==> src/rtl/rei_pkg.sv <==
// Shared definitions for the line REI generator.
// Assumes the REI field always fits in one overhead byte.
package rei_pkg;
    typedef logic [7:0] rei_byte_t;

    // Limit a count to a mode-dependent ceiling and return it as a byte.
    function automatic rei_byte_t rei_limit(input int unsigned cnt, input int unsigned lim);
        if (cnt > lim) return rei_byte_t'(lim);
        return rei_byte_t'(cnt);
    endfunction
endpackage

==> src/rtl/rei_src_sel.sv <==
// Chooses the local or the protection-board error count and limits it to
// the ceiling of the active mode. Purely combinational.
// Assumes both counts are unsigned and CNT_W is at most 8.
module rei_src_sel
    import rei_pkg::*;
#(
    parameter int CNT_W    = 5,
    parameter int MAX_STS1 = 8,
    parameter int MAX_STS3 = 24
) (
    input  logic [CNT_W-1:0] local_cnt,
    input  logic [CNT_W-1:0] prot_cnt,
    input  logic             prot_sel,
    input  logic             mode_sts3,
    output rei_byte_t        limited_cnt
);
    logic [CNT_W-1:0] picked;

    // Source mux, then mode-dependent ceiling.
    always_comb begin
        picked      = prot_sel ? prot_cnt : local_cnt;
        limited_cnt = rei_limit(int'(picked), mode_sts3 ? MAX_STS3 : MAX_STS1);
    end
endmodule

==> src/rtl/rei_force_ctl.sv <==
// Detects a rising edge of the software error-insert strobe and keeps a
// pending flag until the next frame pulse consumes it.
// Assumes the strobe is synchronous to clk. An edge that arrives in the
// same cycle as a frame pulse is kept for the following frame.
module rei_force_ctl (
    input  logic clk,
    input  logic rst_n,
    input  logic force_en,
    input  logic force_strobe,
    input  logic frame_pulse,
    output logic pend
);
    logic strobe_d;
    logic arm;

    // Edge detector: an edge counts only while insertion is enabled.
    always_comb arm = force_en && force_strobe && !strobe_d;

    // Strobe history and pending flag.
    always_ff @(posedge clk) begin
        if (!rst_n) begin
            strobe_d <= 1'b0;
            pend     <= 1'b0;
        end else begin
            strobe_d <= force_strobe;
            if (arm)              pend <= 1'b1;
            else if (frame_pulse) pend <= 1'b0;
        end
    end

    // an armed request survives until a frame pulse takes it.
    a_r6_pend_held: assert property (@(posedge clk) disable iff (!rst_n)
        (pend && !frame_pulse) |=> pend);

    // with insertion disabled no new request can appear.
    a_r7_no_arm_when_off: assert property (@(posedge clk) disable iff (!rst_n)
        (!pend && !force_en) |=> !pend);
endmodule

==> src/rtl/rei_field_reg.sv <==
// Holds the REI field sent for the current frame. At each frame pulse it
// loads zero when inhibited, one when a forced error is pending, and the
// limited count otherwise.
// Assumes frame_pulse lasts one cycle.
module rei_field_reg
    import rei_pkg::*;
#(
    parameter int MAX_STS1 = 8,
    parameter int MAX_STS3 = 24
) (
    input  logic      clk,
    input  logic      rst_n,
    input  logic      frame_pulse,
    input  logic      inhibit,
    input  logic      pend,
    input  logic      mode_sts3,
    input  rei_byte_t cnt_in,
    output rei_byte_t field_q
);
    // Frame-boundary capture with inhibit taking priority over insertion.
    always_ff @(posedge clk) begin
        if (!rst_n)           field_q <= '0;
        else if (frame_pulse) begin
            if (inhibit)      field_q <= '0;
            else if (pend)    field_q <= 8'd1;
            else              field_q <= cnt_in;
        end
    end

    // the field never moves between frame pulses.
    a_r8_hold: assert property (@(posedge clk) disable iff (!rst_n)
        !frame_pulse |=> $stable(field_q));

    // an inhibited frame carries zero.
    a_r5_inhibit_zero: assert property (@(posedge clk) disable iff (!rst_n)
        (frame_pulse && inhibit) |=> (field_q == '0));

    // a pending request yields exactly one error.
    a_r6_force_one: assert property (@(posedge clk) disable iff (!rst_n)
        (frame_pulse && pend && !inhibit) |=> (field_q == 8'd1));

    // the single-channel capture stays within its ceiling.
    a_r3_sts1_limit: assert property (@(posedge clk) disable iff (!rst_n)
        (frame_pulse && !mode_sts3) |=> (int'(field_q) <= MAX_STS1));

    // no capture exceeds the three-channel ceiling.
    a_r3_sts3_limit: assert property (@(posedge clk) disable iff (!rst_n)
        frame_pulse |=> (int'(field_q) <= MAX_STS3));
endmodule

==> src/rtl/line_rei_gen.sv <==
// Line REI byte generator: captures the B2 block error count once per frame
// and places it in M1 (three-channel mode) or in the low nibble of M0
// (single-channel mode). It supports a protection-board source, an inhibit
// and a one-shot forced error.
// Assumes frame_pulse is one cycle wide and all inputs share clk.
module line_rei_gen
    import rei_pkg::*;
#(
    parameter int CNT_W    = 5,
    parameter int MAX_STS1 = 8,
    parameter int MAX_STS3 = 24
) (
    input  logic             clk,
    input  logic             rst_n,
    input  logic             frame_pulse,
    input  logic             mode_sts3,
    input  logic [CNT_W-1:0] local_err_cnt,
    input  logic [CNT_W-1:0] prot_err_cnt,
    input  logic             prot_sel,
    input  logic             inhibit,
    input  logic             force_en,
    input  logic             force_strobe,
    input  logic [7:0]       m0_in,
    output logic [7:0]       m1_byte,
    output logic [7:0]       m0_byte
);
    rei_byte_t limited_cnt;
    rei_byte_t field_q;
    logic      pend;

    rei_src_sel #(.CNT_W(CNT_W), .MAX_STS1(MAX_STS1), .MAX_STS3(MAX_STS3)) u_src (
        .local_cnt   (local_err_cnt),
        .prot_cnt    (prot_err_cnt),
        .prot_sel    (prot_sel),
        .mode_sts3   (mode_sts3),
        .limited_cnt (limited_cnt)
    );

    rei_force_ctl u_force (
        .clk          (clk),
        .rst_n        (rst_n),
        .force_en     (force_en),
        .force_strobe (force_strobe),
        .frame_pulse  (frame_pulse),
        .pend         (pend)
    );

    rei_field_reg #(.MAX_STS1(MAX_STS1), .MAX_STS3(MAX_STS3)) u_field (
        .clk         (clk),
        .rst_n       (rst_n),
        .frame_pulse (frame_pulse),
        .inhibit     (inhibit),
        .pend        (pend),
        .mode_sts3   (mode_sts3),
        .cnt_in      (limited_cnt),
        .field_q     (field_q)
    );

    // Byte placement: full M1 byte, or M0 low nibble with upper nibble kept.
    always_comb begin
        if (mode_sts3) begin
            m1_byte = field_q;
            m0_byte = m0_in;
        end else begin
            m1_byte = '0;
            m0_byte = {m0_in[7:4], field_q[3:0]};
        end
    end
endmodule

==> config.mk <==
export PLATFORM = sky130hd
export DESIGN_NAME = line_rei_gen
export DESIGN_NICKNAME = d
export VERILOG_FILES = /design/src/rtl/rei_pkg.sv /design/src/rtl/rei_src_sel.sv /design/src/rtl/rei_force_ctl.sv /design/src/rtl/rei_field_reg.sv /design/src/rtl/line_rei_gen.sv
export SDC_FILE = /design/constraint.sdc
export NUM_CORES = 1
export LEC_CHECK = 0
export ABC_CLOCK_PERIOD_IN_PS = 3100
export BUFFER_PORTS_ARGS = -buffer_cell sky130_fd_sc_hd__buf_2
export CORE_MARGIN = 4
export CORE_UTILIZATION = 42
export CTS_CLUSTER_SIZE = 30
export DETAILED_ROUTE_END_ITERATION = 6
export GPL_TIMING_DRIVEN = 0
export PLACE_DENSITY = 0.85
export SLEW_MARGIN = 10
export SYNTH_ARGS = -nofsm -noshare
export SYNTH_HDL_FRONTEND = slang
export SYNTH_SLANG_ARGS = --single-unit
==> constraint.sdc <==
create_clock -name clk -period 3.1 [get_ports clk]
set_input_delay 0.155 -clock clk [delete_from_list [all_inputs] [get_ports clk]]
set_output_delay 0.155 -clock clk [all_outputs]
set_load 0.05 [all_outputs]
; Word level (Yosys, flattened, before mapping)
; Index checks and enable logic that the tools add are counted.
[word_totals]
register_bits = 10
latch_bits = 0
ramBits = 0
mem_bits_ro = 0
inputBits = 26
output_inout_bits = 16
mem_count = 0
[op_classes]
addsub = 0
mul = 0
n_div = 0
magnitude_cmp = 1
eq_ne = 0
shifts = 0
muxes = 11
bitwise = 0
reduce_logical = 4
[op_table]
columns = op, n
row1 = $mux 8, 5
row2 = $gt 5x32->1, 1
row3 = $mux 5, 2
row4 = $mux 4, 1
row5 = $mux 1, 3
row6 = $logic_and 1x1->1, 2
row7 = $reduce_bool 2->1, 1
row8 = $logic_not 1->1, 1

; Depth between registers and ports, before layout
[logic_depth]
word_depth = 6
ltp_mapped = 6

; Hierarchy
; A second synthesis with hierarchy kept.
[unflattened]
cells_unflattened = 80
hier_area_um2 = 769.5
[by_module_without_submodules]
columns = mod, instances, cells_per_inst, area_per_inst_um2, seq_area_each_um2
row1 = rei_field_reg, 1, 35, 370.4, 160.2
row2 = rei_src_sel, 1, 22, 181.4, 0.0
row3 = line_rei_gen, 1, 17, 151.4, 0.0
row4 = rei_force_ctl, 1, 6, 66.3, 40.0

; Worst setup path after synthesis
; OpenSTA, ideal clock, no wires.
[synth_timing]
kind = input-to-reg
startpoint = input prot_sel
endpoint = register u_field.field_q[4]
setup_time_ns = 0.073
arrival_ns = 1.517
required_ns = 3.027
slack_ns = 1.510
cell_stages = 6
path_buffers = 1
cell_sequence = buf_6 > mux2_2 > ha_1 > nor4bb_1 > or3_1 > o211ai_2
[synth_via]
elab_chain_len = 6
[synth_rtl]
columns = item, line_no
row1 = "start, declared", line_rei_gen.sv:19  ; input logic prot_sel,
row2 = $mux 5 (*), rei_src_sel.sv:21  ; picked = prot_sel ? prot_cnt : local_cnt;
row3 = $gt 5x32->1, rei_pkg.sv:8  ; if (cnt > lim) return rei_byte_t'(lim);
row4 = $mux 1, rei_pkg.sv:8
row5 = $mux 8 (*), rei_pkg.sv:9  ; return rei_byte_t'(cnt);
row6 = $mux 8 (*), rei_field_reg.sv:25  ; else if (pend) field_q <= 8'd1;
row7 = $mux 8 (*), rei_field_reg.sv:24  ; if (inhibit) field_q <= '0;
row8 = "end signal, assigned", rei_field_reg.sv:26  ; else field_q <= cnt_in;
row9 = "end, declared", rei_field_reg.sv:18  ; output rei_byte_t field_q
; Mark *: on every way between the ends. The rest lies on a longest branch, timed or not.
; A chain may end at the register's enable or synchronous reset.

; Worst setup path after layout
[layout_timing]
startpoint = input mode_sts3
endpoint = register u_field.field_q[4]
[layout_via]
elab_chain_len = 6
elab_cells_between_ends = 7
[layout_rtl]
columns = item, line_no
row1 = "start, declared", line_rei_gen.sv:16  ; input logic mode_sts3,
row2 = $mux 5 (*), rei_src_sel.sv:22  ; limited_cnt = rei_limit(int'(picked), mode_sts3 ? MAX_STS3 : MAX_STS1);
row3 = $gt 5x32->1, rei_pkg.sv:8
row4 = $mux 1, rei_pkg.sv:8
row5 = $mux 8 (*), rei_pkg.sv:9
row6 = $mux 8 (*), rei_field_reg.sv:25
row7 = $mux 8 (*), rei_field_reg.sv:24
; Mark *: on every way between the ends. The rest lies on a longest branch, timed or not. The select of a mux whose other input is x is not followed.

==> results.cfg <==
[synth]
synth.area.mux_share_pct = 17.7
synthAdderAreaFrac_pct = 2.11
ys.flop_type = dfxtp_1
synthXorXnorAreaFrac_pct = 0
synth_cell_types = 30
synth_compound_area_share_pct = 17.3
synth_top_family_by_area = simple AND/OR/NAND/NOR gates
synth_cells = 65
synthArstFlopShare_pct = 0
synth_seq_cells = 7
synth_warnings = 0
ys_seq_area_share_pct = 23.6
syn-mean-instance-area_sq_um = 9.12
syn_area_sq_um = 593
synthSimpleGateAreaFrac_pct = 25.3
synth_edf_count = 0

[worst_setup_path]
crit_start = mode_sts3
required_ps = 3230
worstSetupPathType = in -> reg
cp_max_fo = 10
crit_chain = buf_2 -> clkbuf_1 -> inv_1 -> ha_1 -> nor4bb_1 -> or3_1 -> o211ai_2
startpoint_type = input pin
arrival_ps = 1650
timing.rr.start = u_force.pend
max_stage_delay_ps = 370
cp-end-kind = flip-flop
crit_slowest_cell = ha_1

[sta]
period_share_pct = 49.1
max_freq_mhz = 657
fin_crit_ps = 1520
timing.hold.ws_ps = 133
setup_violations = 0
skew_ps = 8.24
setup_ws_ps = 1580
hold_viol = 0
drv_slew = 0
fin_setup_tns_ps = 0
rsz0062_at_grt = no

[floorplan]
initial_utilization_pct = 45.0
rows = 13
top_level_ports = 42
dieArea_sq_um = 2080
core-area_sq_um = 1320
fp.dieW_um = 45.6
fp.dieH_um = 45.6

[grt]
grt_pass1_vias = 522
use_met3_pct = 2.77
use_met1_pct = 15.8
grt_pass1_wl_um = 2060
grt_max_degree = 11
grt_use_met2_pct = 22.6
grt_antenna_before_repair = 0
overflow = 0
top_usage_layer = met2
track_usage_pct = 13.4

[route]
final_antenna_net_count = 0
totalWireLength_um = 1310
drc = 0
vias = 577
avgViaCountPerCell = 4.89
drtIter0Drc = 7
wl_per_cell_um = 11.1
drt-pass1-iter-count = 2

[pwr]
pwr-share-comb_pct = 38.1
clkPwrFrac_pct = 28.4
p_sw_w = 0.000102
seq_power_share_pct = 33.5
p_per_area_nw_per_um2 = 357
p_leak_nw = 0.392
p_int_w = 0.000186
vdd.ir_drop.worst_v = 0.000188
sw_frac_of_total_pct = 35.4

[run_status]
status = complete, no violations

[cts]
postCtsHoldBufs = 0
cts_buffers = 3
postCtsResizedCells = 0
cts.sinks = 7
cts_root_buffer = clkbuf_4
ctsHtreeMaxLevel = 1
clk_pin_slew_worst_paths_ps = 60
cts_tree = yes
post-cts-setup-buffers = 0
clk_latency_ps = 250
clockBufferDepth = 2

[layout]
regArea_sq_um = 140
drive_above_1_share_pct = 51.5
multi_input_area_sq_um = 382
final_util_pct = 61.2
fillers = 128
num_antenna_cells = 0
nets = 131
instances_no_fill = 118
areaGrowthSynthToFinish_pct = 35.9

[place]
gp_congestion = 0.729
place_inst = 114
io_buffers = 32
hpwl_um = 1120
post-place-ws_ps = 1300

[hold_path]
hp-start = force_strobe
hold_class = in -> reg

[job]
maxCapViolCount = 0
-- power by group through the flow --
stage | logic, W | clock network (W) | registers, W
global route | 0.000118 | 0.0000954 | 0.0000970
global placement | 0.000108 | 0 | 0.0000983
finish | 0.000110 | 0.0000818 | 0.0000966
detailed placement | 0.000110 | 0 | 0.0000985
floorplan | 0.0000827 | 0 | 0.0000979
CTS | 0.000110 | 0.0000850 | 0.0000965
-- per-layer routing --
metal | vias to the layer above | share of wire (%)
met5 | - | 0
met2 | 28 | 48
met4 | 0 | 0
li1 | 294 | -
met3 | 0 | 13
met1 | 255 | 39
-- kinds of logic (layout without fill, tap and decap cells) --
logic type / count (synthesis) / after routing
muxes: 9 / 9
adders and majority gates: 1 / 1
DFF: 7 / 7
and+or+nand+nor: 23 / 23
AOI/OAI and AO/OA: 12 / 12
other: 1 / 3
buffers and inverters: 12 / 48
-- Yosys cell counts, drive strengths merged (2+ instances only) --
cell	number	area, sq um
dfxtp	7	140
a21oi	4	20.0
and2	7	43.8
clkbuf	2	7.51
nor2b	4	25.0
nand2	3	11.3
nand2b	2	12.5
buf	8	63.8
mux2	9	105
a21boi	2	15.0
inv	2	7.51
-- layout make-up --
cell class	count	share of cell area, %
Buffer	10	8.85
Inverter	2	0.932
Clock buffer	4	3.26
Timing Repair Buffer	32	19.9
Tap cell	15	2.33
Multi-Input combinational cell	48	47.4
Sequential cell	7	17.4
-- stage by stage --
stage	cell area [sq um]	power [W]
2_1_floorplan	601	0.000181
3_3_place_gp	779	0.000206
3_5_place_dp	779	0.000209
4_1_cts	806	0.000292
5_1_grt	806	0.000310
6_report	806	0.000288
-- sequential cells by signal, indices dropped and copies added, names as in the netlist --
name / count
u_force.strobe_d: 1
u_force.pend: 1
u_field.field_q: 5
-- cells in the final DEF (no fill, tap or decap), drive strengths merged --
cell type	Yosys	layout
nor4b	1	1
a21oi	4	4
nand3b	1	1
nor4bb	1	1
a21boi	2	2
ha	1	1
o2111ai	1	1
o31ai	1	1
or3	1	1
and2	7	7
nand2	3	3
inv	2	2
o21ai	1	1
buf	8	40
nand2b	2	2
conb	1	3
o22ai	1	1
nand3	1	1
clkbuf	2	6
nor3b	1	1
nor2b	4	4
dfxtp	7	7
mux2	9	9
nor4	1	1
a2111oi	1	1
o211ai	1	1
-- path summary, 6_finish.rpt --
check,endpoint,slack (ps),cells after the start
min reg2reg,u_field.field_q[4],480,2
max,u_field.field_q[4],1580,7
min,u_force.strobe_d,130,2
max reg2reg,u_field.field_q[4],1870,4
-- critical path, delay by kind of cell --
kind                       cells  cell delay, ps
and+or+nand+nor                2             550
buffers and inverters          3             490
adders and majority gates      1             370
AOI/OAI and AO/OA              1              80
No activity file was read; power rests on OpenSTA's default activity.
